**src/rtl/kd_pkg.sv**
```systemverilog
package kd_pkg;

  typedef enum logic [2:0] {
    ST_IDLE,
    ST_SCAN,
    ST_ISSUE,
    ST_END,
    ST_DRAIN
  } kd_state_e;

  // A tick keeps walking while more kernels are queued than have been refused.
  function automatic logic tick_has_work(input int occupancy, input int refusals);
    return occupancy > refusals;
  endfunction

endpackage

```
**src/rtl/kd_idq.sv**
```systemverilog
module kd_idq #(
  parameter int DEPTH = 4,
  parameter int W     = 2,
  localparam int PW   = (DEPTH > 1) ? $clog2(DEPTH) : 1,
  localparam int CW   = $clog2(DEPTH + 1)
) (
  input  logic          clk,
  input  logic          rst_n,
  input  logic          push_a,
  input  logic [W-1:0]  data_a,
  input  logic          push_b,
  input  logic [W-1:0]  data_b,
  input  logic          pop,
  output logic [W-1:0]  head,
  output logic [CW-1:0] count
);

  logic [W-1:0]  mem [DEPTH];
  logic [PW-1:0] rd_ptr, wr_ptr;

  function automatic logic [PW-1:0] advance(input logic [PW-1:0] p, input int k);
    return PW'((int'(p) + k) % DEPTH);
  endfunction

  assign head = mem[rd_ptr];

  always_ff @(posedge clk) begin
    if (!rst_n) begin
      rd_ptr <= '0;
      wr_ptr <= '0;
      count  <= '0;
      for (int i = 0; i < DEPTH; i++) mem[i] <= '0;
    end else begin
      if (push_a) mem[wr_ptr] <= data_a;
      if (push_b) mem[push_a ? advance(wr_ptr, 1) : wr_ptr] <= data_b;
      wr_ptr <= advance(wr_ptr, int'(push_a) + int'(push_b));
      if (pop) rd_ptr <= advance(rd_ptr, 1);
      count <= CW'(int'(count) + int'(push_a) + int'(push_b) - int'(pop));
    end
  end

  assert_no_overflow_R5: assert property (@(posedge clk) disable iff (!rst_n)
    (int'(count) + int'(push_a) + int'(push_b) - int'(pop)) <= DEPTH);

  assert_no_underflow_R2: assert property (@(posedge clk) disable iff (!rst_n)
    pop |-> count != '0);

endmodule

```
**src/rtl/kd_ctx_table.sv**
```systemverilog
module kd_ctx_table #(
  parameter int N     = 4,
  parameter int CNT_W = 8,
  localparam int ID_W = (N > 1) ? $clog2(N) : 1
) (
  input  logic             clk,
  input  logic             rst_n,
  input  logic             launch_valid,
  input  logic [ID_W-1:0]  launch_id,
  input  logic [CNT_W-1:0] launch_wgs,
  input  logic             launch_notify,
  input  logic             take,
  input  logic [ID_W-1:0]  head_id,
  input  logic             cmpl_valid,
  input  logic [ID_W-1:0]  cmpl_id,
  output logic             launch_ok,
  output logic             cmpl_ok,
  output logic             kernel_done,
  output logic             done_notify,
  output logic [CNT_W-1:0] head_rem,
  output logic [CNT_W-1:0] head_idx,
  output logic             err_flag
);

  logic [N-1:0]     active;
  logic [N-1:0]     notify_en;
  logic [CNT_W-1:0] total     [N];
  logic [CNT_W-1:0] remaining [N];
  logic [CNT_W-1:0] completed [N];

  // True when one more completion finishes the kernel.
  function automatic logic last_completion(input logic [CNT_W-1:0] done_cnt,
                                           input logic [CNT_W-1:0] wgs);
    return ({1'b0, done_cnt} + 1'b1) == {1'b0, wgs};
  endfunction

  assign launch_ok   = launch_valid && !active[launch_id] && (launch_wgs != '0);
  assign cmpl_ok     = cmpl_valid && active[cmpl_id];
  assign kernel_done = cmpl_ok && last_completion(completed[cmpl_id], total[cmpl_id]);
  assign done_notify = kernel_done && notify_en[cmpl_id];
  assign head_rem    = remaining[head_id];
  assign head_idx    = total[head_id] - remaining[head_id];

  always_ff @(posedge clk) begin
    if (!rst_n) begin
      active    <= '0;
      notify_en <= '0;
      err_flag  <= 1'b0;
      for (int k = 0; k < N; k++) begin
        total[k]     <= '0;
        remaining[k] <= '0;
        completed[k] <= '0;
      end
    end else begin
      if (cmpl_valid && !active[cmpl_id]) err_flag <= 1'b1;
      for (int k = 0; k < N; k++) begin
        if (launch_ok && launch_id == ID_W'(k)) begin
          active[k]    <= 1'b1;
          notify_en[k] <= launch_notify;
          total[k]     <= launch_wgs;
          remaining[k] <= launch_wgs;
          completed[k] <= '0;
        end else begin
          if (take && head_id == ID_W'(k)) remaining[k] <= remaining[k] - 1'b1;
          if (cmpl_ok && cmpl_id == ID_W'(k)) begin
            completed[k] <= completed[k] + 1'b1;
            if (kernel_done) active[k] <= 1'b0;
          end
        end
      end
    end
  end

  assert_take_has_work_R1: assert property (@(posedge clk) disable iff (!rst_n)
    take |-> (active[head_id] && remaining[head_id] != '0));

  assert_cmpl_bound_R4: assert property (@(posedge clk) disable iff (!rst_n)
    cmpl_ok |-> completed[cmpl_id] < total[cmpl_id]);

  assert_err_sticky_R9: assert property (@(posedge clk) disable iff (!rst_n)
    err_flag |=> err_flag);

  assert_stray_sets_err_R9: assert property (@(posedge clk) disable iff (!rst_n)
    (cmpl_valid && !cmpl_ok) |=> err_flag);

endmodule

```
**src/rtl/kd_sched_fsm.sv**
```systemverilog
module kd_sched_fsm
  import kd_pkg::*;
#(
  parameter int QCW   = 3,
  parameter int CNT_W = 8
) (
  input  logic             clk,
  input  logic             rst_n,
  input  logic             tick_req,
  input  logic [QCW-1:0]   q_count,
  input  logic [CNT_W-1:0] head_rem,
  input  logic             wg_accept,
  input  logic             done_nonempty,
  output logic             wg_valid,
  output logic             q_pop,
  output logic             q_rotate,
  output logic             host_wake,
  output logic             done_pop
);

  kd_state_e      state;
  logic [QCW-1:0] fail_cnt;
  logic           tick_pending;

  assign wg_valid  = (state == ST_ISSUE);
  assign q_rotate  = wg_valid && !wg_accept;
  assign q_pop     = wg_valid && (!wg_accept || head_rem == CNT_W'(1));
  assign host_wake = (state == ST_END) && done_nonempty;
  assign done_pop  = (state == ST_DRAIN) && done_nonempty;

  always_ff @(posedge clk) begin
    if (!rst_n) begin
      state        <= ST_IDLE;
      fail_cnt     <= '0;
      tick_pending <= 1'b0;
    end else begin
      tick_pending <= tick_req || (tick_pending && state != ST_IDLE);
      unique case (state)
        ST_IDLE: if (tick_pending) begin
          state    <= ST_SCAN;
          fail_cnt <= '0;
        end
        ST_SCAN: state <= tick_has_work(int'(q_count), int'(fail_cnt)) ? ST_ISSUE : ST_END;
        ST_ISSUE: begin
          if (!wg_accept) begin
            fail_cnt <= fail_cnt + 1'b1;
            state    <= ST_SCAN;
          end else if (head_rem == CNT_W'(1)) begin
            state <= ST_SCAN;
          end
        end
        ST_END:   state <= done_nonempty ? ST_DRAIN : ST_IDLE;
        ST_DRAIN: if (!done_nonempty) state <= ST_IDLE;
        default:  state <= ST_IDLE;
      endcase
    end
  end

  assert_issue_nonempty_R1: assert property (@(posedge clk) disable iff (!rst_n)
    wg_valid |-> q_count != '0);

  assert_refusal_rotates_R2: assert property (@(posedge clk) disable iff (!rst_n)
    (wg_valid && !wg_accept) |=> (state == ST_SCAN && fail_cnt == $past(fail_cnt) + 1'b1));

  assert_fail_bound_R3: assert property (@(posedge clk) disable iff (!rst_n)
    fail_cnt <= q_count);

  assert_wake_then_drain_R5: assert property (@(posedge clk) disable iff (!rst_n)
    host_wake |=> (state == ST_DRAIN && done_nonempty));

  assert_tick_request_kept_R8: assert property (@(posedge clk) disable iff (!rst_n)
    tick_req |=> tick_pending);

endmodule

```
**src/rtl/kd_wg_dispatch.sv**
```systemverilog
module kd_wg_dispatch #(
  parameter int  NUM_KERNELS = 4,
  parameter int  CNT_W       = 8,
  parameter int  DONE_DEPTH  = 2 * NUM_KERNELS,
  localparam int ID_W        = (NUM_KERNELS > 1) ? $clog2(NUM_KERNELS) : 1,
  localparam int OUT_W       = $clog2(NUM_KERNELS + 1),
  localparam int QCW         = $clog2(NUM_KERNELS + 1),
  localparam int DCW         = $clog2(DONE_DEPTH + 1)
) (
  input  logic             clk,
  input  logic             rst_n,
  input  logic             launch_valid,
  input  logic [ID_W-1:0]  launch_id,
  input  logic [CNT_W-1:0] launch_wgs,
  input  logic             launch_notify,
  output logic             wg_valid,
  output logic [ID_W-1:0]  wg_kernel,
  output logic [CNT_W-1:0] wg_index,
  input  logic             wg_accept,
  input  logic             cmpl_valid,
  input  logic [ID_W-1:0]  cmpl_id,
  output logic             notify_valid,
  output logic [ID_W-1:0]  notify_id,
  output logic [OUT_W-1:0] outstanding,
  output logic             host_wake,
  output logic             done_valid,
  output logic [ID_W-1:0]  done_id,
  output logic             err_flag
);

  logic             launch_ok, cmpl_ok, kernel_done, done_notify;
  logic             q_pop, q_rotate, done_pop;
  logic [ID_W-1:0]  q_head;
  logic [QCW-1:0]   q_count;
  logic [DCW-1:0]   done_count;
  logic [CNT_W-1:0] head_rem, head_idx;
  logic             take;

  assign take      = wg_valid && wg_accept;
  assign wg_kernel = q_head;
  assign wg_index  = head_idx;
  assign done_valid = done_pop;

  kd_idq #(.DEPTH(NUM_KERNELS), .W(ID_W)) u_pending (
    .clk    (clk),
    .rst_n  (rst_n),
    .push_a (q_rotate),
    .data_a (q_head),
    .push_b (launch_ok),
    .data_b (launch_id),
    .pop    (q_pop),
    .head   (q_head),
    .count  (q_count)
  );

  kd_idq #(.DEPTH(DONE_DEPTH), .W(ID_W)) u_done (
    .clk    (clk),
    .rst_n  (rst_n),
    .push_a (kernel_done),
    .data_a (cmpl_id),
    .push_b (1'b0),
    .data_b ('0),
    .pop    (done_pop),
    .head   (done_id),
    .count  (done_count)
  );

  kd_ctx_table #(.N(NUM_KERNELS), .CNT_W(CNT_W)) u_ctx (
    .clk           (clk),
    .rst_n         (rst_n),
    .launch_valid  (launch_valid),
    .launch_id     (launch_id),
    .launch_wgs    (launch_wgs),
    .launch_notify (launch_notify),
    .take          (take),
    .head_id       (q_head),
    .cmpl_valid    (cmpl_valid),
    .cmpl_id       (cmpl_id),
    .launch_ok     (launch_ok),
    .cmpl_ok       (cmpl_ok),
    .kernel_done   (kernel_done),
    .done_notify   (done_notify),
    .head_rem      (head_rem),
    .head_idx      (head_idx),
    .err_flag      (err_flag)
  );

  kd_sched_fsm #(.QCW(QCW), .CNT_W(CNT_W)) u_fsm (
    .clk           (clk),
    .rst_n         (rst_n),
    .tick_req      (launch_ok || cmpl_ok),
    .q_count       (q_count),
    .head_rem      (head_rem),
    .wg_accept     (wg_accept),
    .done_nonempty (done_count != '0),
    .wg_valid      (wg_valid),
    .q_pop         (q_pop),
    .q_rotate      (q_rotate),
    .host_wake     (host_wake),
    .done_pop      (done_pop)
  );

  always_ff @(posedge clk) begin
    if (!rst_n) begin
      notify_valid <= 1'b0;
      notify_id    <= '0;
      outstanding  <= '0;
    end else begin
      notify_valid <= done_notify;
      if (done_notify) notify_id <= cmpl_id;
      outstanding  <= OUT_W'(int'(outstanding) + int'(launch_ok) - int'(kernel_done));
    end
  end

  assert_outstanding_up_R7: assert property (@(posedge clk) disable iff (!rst_n)
    (launch_ok && !kernel_done) |=> outstanding == $past(outstanding) + 1'b1);

  assert_outstanding_down_R7: assert property (@(posedge clk) disable iff (!rst_n)
    (kernel_done && !launch_ok) |=> outstanding == $past(outstanding) - 1'b1);

  assert_notify_on_done_R6: assert property (@(posedge clk) disable iff (!rst_n)
    notify_valid |-> $past(kernel_done));

endmodule

```
**config.mk**
```make
export PLATFORM = sky130hd
export DESIGN_NAME = kd_wg_dispatch
export DESIGN_NICKNAME = d
export VERILOG_FILES = /design/src/rtl/kd_pkg.sv /design/src/rtl/kd_idq.sv /design/src/rtl/kd_ctx_table.sv /design/src/rtl/kd_sched_fsm.sv /design/src/rtl/kd_wg_dispatch.sv
export SDC_FILE = /design/constraint.sdc
export NUM_CORES = 1
export LEC_CHECK = 0
export BUFFER_PORTS_ARGS = -buffer_cell sky130_fd_sc_hd__buf_2
export CORE_UTILIZATION = 30
export DETAILED_ROUTE_END_ITERATION = 6
export PLACE_DENSITY = 0.42
export SLEW_MARGIN = 25
export SYNTH_ARGS = -nofsm -noshare
export SYNTH_HDL_FRONTEND = slang
export SYNTH_SLANG_ARGS = --single-unit
```
**constraint.sdc**
```tcl
create_clock -name clk -period 4.8 [get_ports clk]
set_input_delay 0.72 -clock clk [delete_from_list [all_inputs] [get_ports clk]]
set_output_delay 0.72 -clock clk [all_outputs]
set_load 0.1 [all_outputs]
```
After elaboration in Yosys (flattened, before gate mapping)
Memories as Yosys holds them, arrays and structs flattened. A register that Yosys moved wholly into a read port is not among the register bits.
Cells that the tools add are included.
{ "totals": {"mem_bits_rw": 120, "mem_count": 5, "wordCells": 260, "in_bits": 18, "regBits": 39, "out_inout_bits": 22} }
{ "memory_table": {"columns": ["name", "words", "word_bits", "read_ports", "rd_clocked_by_memory_dff", "write_ports", "line", "text"], "rows": [
  ["u_ctx.completed", 4, 8, 5, 0, 4, "kd_ctx_table.sv:29", "logic [CNT_W-1:0] completed [N];"],
  ["u_ctx.remaining", 4, 8, 5, 0, 4, "kd_ctx_table.sv:28", "logic [CNT_W-1:0] remaining [N];"],
  ["u_ctx.total", 4, 8, 2, 0, 4, "kd_ctx_table.sv:27", "logic [CNT_W-1:0] total [N];"],
  ["u_done.mem", 8, 2, 1, 1, 8, "kd_idq.sv:18", "logic [W-1:0] mem [DEPTH];"],
  ["u_pending.mem", 4, 2, 1, 1, 4, "kd_idq.sv:18", null]
]} }
{ "classes": {"n_reduce_logical": 55, "n_addsub": 24, "n_lt_le_gt_ge": 3, "mux": 113, "bitwise": 20, "n_eq_ne": 19} }
{ "ops": {"columns": ["op", "count"], "rows": [
  ["8-bit 2-to-1 mux", 20],
  ["1-bit 2-to-1 mux", 70],
  ["8-bit by 1-bit adder with 8-bit output, second input constant", 4],
  ["8-bit by 1-bit subtractor with 8-bit output, second input constant", 4],
  ["3-bit 2-to-1 mux", 10],
  ["1-bit logical AND", 24],
  ["1-bit OR", 20],
  ["2-bit nonzero test", 9],
  ["2-bit 2-to-1 mux", 8],
  ["3-bit one-hot mux with 5 select lines", 1],
  ["2-bit equality test, second input constant", 6],
  ["3-bit by 1-bit adder with 3-bit output", 3],
  ["8-bit by 1-bit adder with 9-bit output, second input constant", 1],
  ["9-bit by 8-bit equality test with 1-bit output", 1],
  ["8-bit by 1-bit equality test with 1-bit output, second input constant", 1],
  ["2-bit AND reduction", 4],
  ["8-bit nonzero test", 1],
  ["8-bit subtractor", 1],
  ["3-bit by 1-bit adder with 3-bit output, second input constant", 2],
  ["1-bit binary-select mux with 2-bit select", 3],
  ["2-bit by 1-bit equality test with 1-bit output, second input constant", 3],
  ["3-bit by 2-bit equality test with 1-bit output, second input constant", 2],
  ["2-bit logical NOT", 3],
  ["2-bit by 3-bit < comparator with 1-bit output, second input constant", 2],
  ["22 further kinds", 31]
]} }

Longest topological paths before layout
{ "logic_depth": {"depth_word": 11, "mapped_depth": 16, "depth_no_buf": 15} }

Hierarchy
From an unflattened synthesis, not the netlist that was laid out.
{ "hier_totals": {"cells_unflattened": 829, "hier_area_um2": 9925.8} }
{ "modules_own_cells": {"columns": ["module", "seq_area_each_um2", "area_per_inst_um2", "n_inst", "cells_each"], "rows": [
  ["kd_ctx_table", 3062.9, 6379.9, 1, 516],
  ["kd_idq at u_done", 740.7, 1828.0, 1, 146],
  ["kd_idq at u_pending", 420.4, 944.7, 1, 82],
  ["kd_sched_fsm", 140.1, 489.2, 1, 59],
  ["kd_wg_dispatch", 120.1, 284.0, 1, 26]
]} }

Worst setup path before layout
OpenSTA, ideal clock, no wires.
{ "synth_path": {"kind": "reg-to-output", "startpoint": "register (tool-made name)", "endpoint": "output wg_index[7]", "t_required_ns": 4.080, "arrival_time_ns": 5.312, "path_slack_ns": -1.232, "path_buffers": 2, "path_stages_with_launch": 15, "cell_sequence": "dfxtp_1 mux2i_1 mux2_2 inv_1 buf_1 buf_1 mux4_2 ha_1 o21ai_0 a21boi_0 o21ai_0 nand2b_1 a21o_1 a21oi_1 xnor2_1"} }
{ "synth_rtl": {"columns": ["element", "line", "text"], "rows": [
  ["to (decl)", "kd_wg_dispatch.sv:18", "output logic [CNT_W-1:0] wg_index,"]
]} }

==> impl_metrics.json <==
{
  "status": "finished clean",
  "ys.warnings.count": 0,
  "cp-end-kind": "output port",
  "synth_ff_type": "edfxtp_1",
  "finalCritPeriodShare_pct": 94.7,
  "setup_ws_ns": 0.253,
  "cp_data_required_time_ns": 4.08,
  "nets": 916,
  "place_area_mm2": 0.00998,
  "p_total_mw": 4.34,
  "synthesis.nets": 866,
  "synth.area.top_cells": "edfxtp_1, dfxtp_1, mux4_2",
  "start_util_pct": 30.7,
  "cts.sinks": 164,
  "die_area_mm2": 0.0313,
  "hpwl_mm": 18.6,
  "grt_max_degree": 38,
  "synth_top_area_share_pct": 39.3,
  "rsz0062_at_grt": "false",
  "grt_pass1_wl_mm": 37.7,
  "power_leakage_nw": 3.96,
  "track_usage_pct": 16.3,
  "wirelength_mm": 24.0,
  "tns_ns": 0,
  "port_buffers": 39,
  "hp-class": "reg2reg",
  "rows": 63,
  "ctsLongestPathBuffers": 2,
  "arrival_ns": 3.83,
  "whs_path_depth": 2,
  "drc": 0,
  "worst_pin_slew_ns": 0.933,
  "crit_path_max_fanout": 12,
  "globalplace.congestion": 0.799,
  "ff2ff_path_depth": 13,
  "cts_made_buffers": 17,
  "postRouteAntennaNets": 0,
  "grt_pass1_vias": 6214,
  "final_util_pct": 35.6,
  "min_to": "notify_id[0]",
  "fmax_mhz": 220,
  "r2r_start": "u_ctx.completed[3][0]",
  "area_delta_synth_final_pct": 15.8,
  "syn_inst": 810,
  "fin_crit_ns": 4.55,
  "holdBufCountCts": 0,
  "antenna_found_initial": 0,
  "min-delay-start": "notify_id[0]",
  "drtIter0Drc": 345,
  "fp.dieW_um": 177,
  "finClkSkew_ns": 0.0157,
  "cts_tree": "done",
  "synth_edf_count": 120,
  "power.density_mw_per_mm2": 409,
  "critPathKind": "reg2out",
  "die_h_um": 177,
  "clk_pin_slew_ns": 0.07,
  "fin_area_mm2": 0.0106,
  "drive_above_1_share_pct": 17.2,
  "setup_viol": 0,
  "post_drt_via_cell_ratio": 4.89,
  "overflow": 0,
  "pin_count": 40,
  "synth.yosys.seq_area_share_pct": 48.9,
  "rr_endpoint": "outstanding[1]",
  "relSlewSlack_pct": 37.4,
  "synth.cell_area_mm2": 0.00917,
  "firstDrtPassIters": 5,
  "cap_violations": 0,
  "vias": 6180,
  "num_antenna_cells": 0,
  "hold_violations": 0,
  "async_flop_share_pct": 0,
  "drv_slew": 0,
  "clock_latency_ns": 0.44,
  "core-area_mm2": 0.0299,
  "clockRootBuffer": "clkbuf_16",
  "pre_cts_slack_ns": 0.272,
  "h-tree-depth": 4,
  "num-fill-cells": 2975,
  "r2r_slack_ns": 0.81,
  "yosysTopAreaCell": "edfxtp_1",
  "ys_seq_elements": 164,
  "ir_drop_mv": 0.238,
  "startpoint_type": "register",
  "routedWlPerCell_um": 19.0,
  "synth_cell_types": 55,
  "synth_area_per_cell_um2": 11.3
}
[metrics by stage]
step	hold WS, ns	std cells
5_1_grt	0.495	1263
6_report	0.462	1263
3_3_place_gp	0.451	1229
3_5_place_dp	0.459	1229
4_1_cts	0.474	1261
2_1_floorplan	0.437	810
[cell usage after synthesis (11+ instances only)]
master    number
dfxtp_1       44
mux2i_1       11
and2_1        40
ha_1          32
a21oi_1       12
o21ai_0       25
mux4_2        38
clkbuf_1      20
inv_1         56
xnor2_1       41
nor2_1        98
o21bai_1      32
edfxtp_1     120
nand3_1       31
xor2_1        35
nor3_1        17
nand2_1       38
[layout make-up]
| cell class | instances | area (um2) | share of cell area [%] |
|---|---|---|---|
| flip-flops and latches | 164 | 4480 | 42.2 |
| multi-input cells | 557 | 4400 | 41.4 |
| well taps | 390 | 488 | 4.59 |
| clock buffers | 17 | 425 | 4.01 |
| repair buffers | 63 | 420 | 3.96 |
| inverters | 57 | 214 | 2.01 |
| clock inverters | 15 | 193 | 1.81 |
[placed cells by master, fill, tap and decap left out, types with 9 or more instances in the layout]
master / count
mux4_2: 38
ha_1: 32
nor2_1: 97
xor2_1: 33
mux2i_1: 11
inv_1: 56
and2_1: 40
o21ai_0: 23
a21oi_1: 11
buf_4: 24
nor3_1: 17
and3_1: 9
o21bai_1: 32
edfxtp_1: 120
nand2_1: 38
clkbuf_16: 17
xnor2_1: 38
buf_2: 36
nand3_1: 31
dfxtp_1: 44
[repair_timing]
action                                  4_1_cts  5_1_grt
endpoints found under the setup margin        1        1
setup buffers                                 0        2
gates resized for setup                       2        1
[state kept, by name (all words and copies together), names as in the netlist, 2 cells and up, named ones only]
name / count
u_pending.wr_ptr: 2
u_ctx.completed: 32
u_pending.rd_ptr: 2
u_done.rd_ptr: 3
u_pending.mem: 8
u_pending.count: 3
outstanding: 3
notify_id: 2
u_ctx.total: 32
u_done.wr_ptr: 3
u_fsm.state: 3
u_ctx.remaining: 32
u_ctx.notify_en: 4
u_done.count: 4
u_fsm.fail_cnt: 3
u_ctx.active: 4
u_done.mem: 16
[metal layers]
metal / up-vias / routed length, um / GRT usage (%)
met1: 3077 / 11800 / 22.6
li1: 3017 / - / -
met2: 72 / 11400 / 26.1
met4: 0 / 237 / 4.38
met5: - / 0 / 0
met3: 14 / 557 / 2.79
[critical path: stages, from the launching register on]
cell	delay, ns
edfxtp_1	0.40
mux4_2	0.56
buf_4	0.24
mux4_2	0.44
ha_1	0.36
o21ai_1	0.13
a21boi_0	0.15
o21ai_0	0.19
nand2b_1	0.10
a21o_1	0.22
a21oi_4	0.23
xnor2_4	0.16
buf_12	0.20
[cells by family (layout without fill, tap and decap cells)]
logic type | after synthesis | in the layout | share of synthesized area (%)
AOI/OAI and AO/OA | 99 | 99 | 7.08
xor gates and xnor gates | 76 | 76 | 7.26
adders and majority gates | 38 | 38 | 5.67
buffers and inverters | 89 | 152 | 4.05
DFF | 164 | 164 | 48.9
muxes | 52 | 52 | 10.9
and+or+nand+nor | 292 | 292 | 16.2
[worst max path at each step]
stage                              startpoint              to  slack (ns)  cells after the start
after detailed placement           cmpl_id[0]  outstanding[1]        0.27                     14
after global placement             cmpl_id[0]  outstanding[1]        0.30                     14
final                     u_pending.mem[0][0]     wg_index[7]        0.25                     12
after floorplan                      register     wg_index[7]        0.12                     12
after global routing                 register     wg_index[7]        0.02                     12
after CTS                            register     wg_index[7]        0.02                     14
[report_power, final]
group | switching [mW] | internal, mW | leakage [nW]
Sequential | 0.0760 | 1.60 | 1.61
Combinational | 0.796 | 0.403 | 2.05
Clock | 0.631 | 0.835 | 0.297
No activity file was read; power rests on OpenSTA's default activity.
